## src/rtl/mac_fmt_pkg.sv

```systemverilog
package mac_fmt_pkg;
  typedef enum logic [1:0] {
    FMT_FRAC = 2'd0,
    FMT_SINT = 2'd1,
    FMT_UINT = 2'd2,
    FMT_RSVD = 2'd3
  } mac_fmt_e;
endpackage

```

## src/rtl/mac_fmt_round.sv

```systemverilog
module mac_fmt_round #(
  parameter int ACC_W     = 48,
  parameter int WIDE_SH   = 8,
  parameter int NARROW_SH = 24
) (
  input  logic [ACC_W-1:0]      acc,
  input  logic                  narrow,
  input  logic                  round_en,
  output logic signed [ACC_W:0] rounded,
  output logic                  round_up
);
  localparam int KW = ACC_W + 1;

  // tie-to-even decision on the bits dropped by a right shift of sh
  function automatic logic tie_even_up(input logic [ACC_W-1:0] a,
                                       input int sh, input logic lsb);
    logic [ACC_W-1:0] one, rem, half;
    one  = {{(ACC_W-1){1'b0}}, 1'b1};
    rem  = a & ((one << sh) - one);
    half = one << (sh - 1);
    return (rem > half) || ((rem == half) && lsb);
  endfunction

  logic signed [KW-1:0] ext, kept;

  always_comb begin
    ext = $signed({acc[ACC_W-1], acc});
    if (narrow) begin
      kept     = ext >>> NARROW_SH;
      round_up = tie_even_up(acc, NARROW_SH, kept[0]);
    end else begin
      kept     = ext >>> WIDE_SH;
      round_up = round_en && tie_even_up(acc, WIDE_SH, kept[0]);
    end
    rounded = kept + KW'(round_up);
  end
endmodule

```

## src/rtl/mac_fmt_sat.sv

```systemverilog
module mac_fmt_sat #(
  parameter int ACC_W  = 48,
  parameter int OUT_W  = 32,
  parameter int HALF_W = 16
) (
  input  logic signed [ACC_W:0] rounded,
  input  logic                  narrow,
  input  logic                  sat_en,
  output logic [OUT_W-1:0]      frac_res,
  output logic                  sat_hit
);
  localparam int KW = ACC_W + 1;

  function automatic logic fits_signed(input logic signed [KW-1:0] v, input int w);
    logic signed [KW-1:0] u;
    u = v >>> (w - 1);
    return (u == '0) || (u == '1);
  endfunction

  logic neg;
  logic [HALF_W-1:0] half_lim;
  logic [OUT_W-1:0]  full_lim;

  always_comb begin
    neg      = rounded[KW-1];
    half_lim = neg ? {1'b1, {(HALF_W-1){1'b0}}} : {1'b0, {(HALF_W-1){1'b1}}};
    full_lim = neg ? {1'b1, {(OUT_W-1){1'b0}}}  : {1'b0, {(OUT_W-1){1'b1}}};
    if (narrow) begin
      sat_hit  = sat_en && !fits_signed(rounded, HALF_W);
      frac_res = {{(OUT_W-HALF_W){1'b0}}, (sat_hit ? half_lim : rounded[HALF_W-1:0])};
    end else begin
      sat_hit  = sat_en && !fits_signed(rounded, OUT_W);
      frac_res = sat_hit ? full_lim : rounded[OUT_W-1:0];
    end
  end
endmodule

```

## src/rtl/mac_fmt_int.sv

```systemverilog
module mac_fmt_int #(
  parameter int ACC_W = 48,
  parameter int OUT_W = 32
) (
  input  logic [ACC_W-1:0] acc,
  input  logic             is_unsigned,
  output logic [OUT_W-1:0] int_res,
  output logic             clamp_hit
);
  localparam int KW = ACC_W + 1;

  function automatic logic upper_is_sign(input logic [ACC_W-1:0] a);
    logic signed [KW-1:0] u;
    u = $signed({a[ACC_W-1], a}) >>> (OUT_W - 1);
    return (u == '0) || (u == '1);
  endfunction

  always_comb begin
    if (is_unsigned) begin
      clamp_hit = (acc[ACC_W-1:OUT_W] != '0);
      int_res   = clamp_hit ? '1 : acc[OUT_W-1:0];
    end else begin
      clamp_hit = !upper_is_sign(acc);
      if (clamp_hit)
        int_res = acc[ACC_W-1] ? {1'b1, {(OUT_W-1){1'b0}}} : {1'b0, {(OUT_W-1){1'b1}}};
      else
        int_res = acc[OUT_W-1:0];
    end
  end
endmodule

```

## src/rtl/mac_readout_fmt.sv

```systemverilog
module mac_readout_fmt
  import mac_fmt_pkg::*;
#(
  parameter int ACC_W     = 48,
  parameter int OUT_W     = 32,
  parameter int HALF_W    = 16,
  parameter int WIDE_SH   = 8,
  parameter int NARROW_SH = 24
) (
  input  logic             clk,
  input  logic             rst_n,
  input  logic             valid_in,
  input  logic [ACC_W-1:0] acc_in,
  input  logic [1:0]       fmt_sel,
  input  logic             round_en,
  input  logic             narrow_mode,
  input  logic             sat_en,
  output logic             valid_out,
  output logic [OUT_W-1:0] result
);
  mac_fmt_e fmt;
  assign fmt = mac_fmt_e'(fmt_sel);

  // named internal events, observed by the bound checker
  logic                  round_up;
  logic                  frac_sat_hit;
  logic                  int_clamp_hit;
  logic signed [ACC_W:0] rounded;
  logic [OUT_W-1:0]      frac_res, int_res, next_res;

  mac_fmt_round #(.ACC_W(ACC_W), .WIDE_SH(WIDE_SH), .NARROW_SH(NARROW_SH)) u_round (
    .acc(acc_in), .narrow(narrow_mode), .round_en(round_en),
    .rounded(rounded), .round_up(round_up)
  );

  mac_fmt_sat #(.ACC_W(ACC_W), .OUT_W(OUT_W), .HALF_W(HALF_W)) u_sat (
    .rounded(rounded), .narrow(narrow_mode), .sat_en(sat_en),
    .frac_res(frac_res), .sat_hit(frac_sat_hit)
  );

  mac_fmt_int #(.ACC_W(ACC_W), .OUT_W(OUT_W)) u_int (
    .acc(acc_in), .is_unsigned(fmt == FMT_UINT),
    .int_res(int_res), .clamp_hit(int_clamp_hit)
  );

  always_comb begin
    unique case (fmt)
      FMT_FRAC: next_res = frac_res;
      FMT_SINT,
      FMT_UINT: next_res = int_res;
      default:  next_res = '0;
    endcase
  end

  always_ff @(posedge clk or negedge rst_n) begin
    if (!rst_n) begin
      valid_out <= 1'b0;
      result    <= '0;
    end else begin
      valid_out <= valid_in;
      if (valid_in) result <= next_res;
    end
  end
endmodule

```

## config.mk

```make
export PLATFORM = sky130hd
export DESIGN_NAME = mac_readout_fmt
export DESIGN_NICKNAME = d
export VERILOG_FILES = /design/src/rtl/mac_fmt_pkg.sv /design/src/rtl/mac_fmt_round.sv /design/src/rtl/mac_fmt_sat.sv /design/src/rtl/mac_fmt_int.sv /design/src/rtl/mac_readout_fmt.sv
export SDC_FILE = /design/constraint.sdc
export NUM_CORES = 1
export LEC_CHECK = 0
export CAP_MARGIN = 20
export CORE_ASPECT_RATIO = 0.8
export CORE_MARGIN = 2
export CORE_UTILIZATION = 25
export CTS_BUF_LIST = sky130_fd_sc_hd__clkbuf_4
export DETAILED_ROUTE_END_ITERATION = 7
export SYNTH_ARGS = -nofsm -noshare
export SYNTH_HDL_FRONTEND = slang
export SYNTH_SLANG_ARGS = --single-unit
export TNS_END_PERCENT = 100
```

## constraint.sdc

```tcl
create_clock -name clk -period 1.9 [get_ports clk]
set_input_delay 0.475 -clock clk [delete_from_list [all_inputs] [get_ports clk]]
set_output_delay 0.475 -clock clk [all_outputs]
set_load 0.01 [all_outputs]
```

==> reports/qor.yml <==
ant_nets: 0
worstMarginPinSlew_ps: 545
antenna_found_initial: 1
grt_usage: 0.223
drv_slew: 0
critical_path_class: "in2reg"
overflow: 0
clock.fmax_mhz: 255
async_flop_share: 1.00
grt_pass1_wl_um: 32900
tritoncts: "yes"
maxCapViolCount: 0
cts_sinks: 33
synth_top_area_cell: "dfrtp_1"
initial_core_util: 0.257
io_pins: 89
finalCritPeriodShare: 2.06
insertion_delay_ps: 350
seq_power_share: 0.288
wire_per_inst_um: 19.0
p_clk_frac: 0.139
core-area_sq_um: 17500
routabilityCongestion: 0.996
rows: 43
port_buffers: 88
netlist_top_cells_count: "96 x a21oi_1, 74 x nor2_1, 46 x nand2_1, 44 x o21ai_0, 33 x dfrtp_1"
peakVddDrop_v: 0.000285
die-width_um: 154
relSlewSlack: 0.636
numCtsBuffers: 5
final_area_sq_um: 7600
cts_max_path_buffers: 2
syn-instance-count: 619
drt-pass1-iter-count: 6
start_kind: "input port"
yosysMostFrequentCell: "a21oi_1"
ys_top_cells_by_area: "dfrtp_1 18%, a21oi_1 11%, nor2_1 6.2%"
netlist-cell-type-count: 74
intPower_mw: 1.76
cts.clk_slew.worst_paths_ps: 110
end_kind: "flip-flop"
synth_nets: 680
hold_violations: 0
critPathRequiredTime_ps: 2140
status: "finished, violations left"
dieArea_sq_um: 19100
drtIter0Drc: 580
setup_viol: 32
layout_min_cycle_time_ps: 3910
die_h_um: 124
dp_slack_ps: -2740
first_global_vias: 5914
rsz0062_at_grt: "yes"
n_fill_cell: 1745
cts-htree-levels: 2
grt_max_degree: 34
violations: "negative setup slack"
leakagePower_nw: 3.19
num_vias: 5854
nNetsFinal: 948
ys.flop_type: "dfrtp_1"
synth_top_cell_area_share: 0.183
yosysSeqAreaShare: 0.183
synth-seq-cells: 33
ctsHoldBuffers: 0
layout_setup_ws_ps: -2010
drive_gt1_frac: 0.394
switching_share: 0.400
dp_hpwl_um: 17300
seqCellArea_sq_um: 826
clock_skew_ps: 0
postSynthAreaPerCell_sq_um: 7.27
yosysWarningCount: 0
synth_enable_flop_cells: 0
hold_path_class: "reg2reg"
stdcell_count: 1114
power.density_nw_per_um2: 386
dpl.cell_count: 1093
dpl-instance-area_sq_um: 7140
crit_arrival_ps: 4150
syn2layout_area_growth_pct: 68.9
cts_root_buffer: "clkbuf_4"
final.setup.tns_ps: -59720
drt-total-wl_um: 21200
cp_max_fo: 7
p_comb_frac: 0.572
post_drt_via_cell_ratio: 5.25
drc_errors: 0
multi_input_area_sq_um: 3770
switchingPower_mw: 1.17
syn_area_sq_um: 4500
power by group through the flow:
| stage | clock network (mW) | logic, mW | registers, mW |
|---|---|---|---|
| floorplan | 0 | 0.650 | 0.890 |
| global placement | 0 | 1.55 | 0.861 |
| detailed placement | 0 | 1.55 | 0.861 |
| CTS | 0.419 | 1.62 | 0.847 |
| global route | 0.454 | 1.80 | 0.859 |
| finish | 0.408 | 1.68 | 0.845 |
final cells by class:
cell class                      instances  share of cell area
Sequential cell                        33               0.109
Tap cell                              225              0.0370
Inverter                               11             0.00543
Clock buffer                            5             0.00494
Multi-Input combinational cell        526               0.496
Antenna cell                            1            0.000329
Clock inverter                          3             0.00230
Timing Repair Buffer                  310               0.346
critical path, stage by stage:
cell and delay [ps]:
buf_8 110, nor4_4 290, nand4_1 140, o211ai_1 230
o21ai_2 100, ha_4 180, ha_4 160, and4b_2 230
a2bb2oi_4 170, o211ai_2 120, nor2_2 80, or3_1 340
a211o_1 280, buf_4 150, o31ai_4 220, buf_4 170
a21oi_4 50, a221oi_4 290, buf_6 170, buf_12 130
o211ai_1 80
sequential cells by signal (all words and copies together), names as in the netlist:
name and cells:
valid_out 1, result 32
worst paths after layout:
check / cells past startpoint / startpoint / endpoint / slack, ps
max in group asynchronous: 2 / rst_n / result[15]$_DFFE_PN0P_ / 1070
worst min-delay path: 2 / result[18]$_DFFE_PN0P_ / result[18]$_DFFE_PN0P_ / 500
worst min register to register: 2 / result[18]$_DFFE_PN0P_ / result[18]$_DFFE_PN0P_ / 500
worst max-delay path: 21 / acc_in[22] / result[6]$_DFFE_PN0P_ / -2010
worst max register to register: 4 / result[6]$_DFFE_PN0P_ / result[6]$_DFFE_PN0P_ / 850
min in group asynchronous: 2 / rst_n / result[18]$_DFFE_PN0P_ / 510
what timing repair did:
item,in CTS,in global routing
buffers inserted,8,2
gates resized for setup,164,33
hold endpoints to repair,0,0
cloned,3,0
pin swaps,32,17
endpoints found under the setup margin,32,32
cell usage in the layout, fill, tap and decap left out, types with 7 or more instances in the layout:
cell type	Yosys	routed
a21oi_1	96	84
a21oi_2	11	22
a31oi_1	9	9
buf_12	0	7
buf_2	10	14
buf_4	1	205
buf_6	7	12
clkdlybuf4s50_1	0	60
dfrtp_1	33	33
inv_1	11	11
mux2i_1	22	22
nand2_1	46	46
nand3_1	18	17
nand4_1	17	17
nand4b_1	7	7
nor2_1	74	61
nor2_4	1	12
nor3_1	11	9
nor4_1	14	7
o21ai_0	44	22
o21ai_1	1	13
o21ai_2	0	10
xnor2_1	17	17
xor2_1	19	19
metal layers:
metal / track usage / vias up / routed length [um]
li1: - / 2812 / -
met1: 0.326 / 2767 / 10300
met2: 0.342 / 252 / 8860
met3: 0.0466 / 23 / 1740
met4: 0.0386 / 0 / 282
met5: 0 / - / 0
cells by family after synthesis:
group / after synthesis / share of synthesized area
xor gates and xnor gates: 36 / 0.0701
muxes: 29 / 0.0664
buffers and inverters: 60 / 0.0656
DFF: 33 / 0.183
AOI/OAI and AO/OA: 210 / 0.300
adders and majority gates: 5 / 0.0139
and+or+nand+nor: 246 / 0.301
metrics by stage:
stage	total power, mW	hold WS, ps	utilization
final	2.93	496	0.435
after global routing	3.11	529	0.435
after CTS	2.88	504	0.426
after detailed placement	2.41	479	0.409
after global placement	2.41	472	0.409
after floorplan	1.54	179	-
Power figures use the tool's default switching activity.
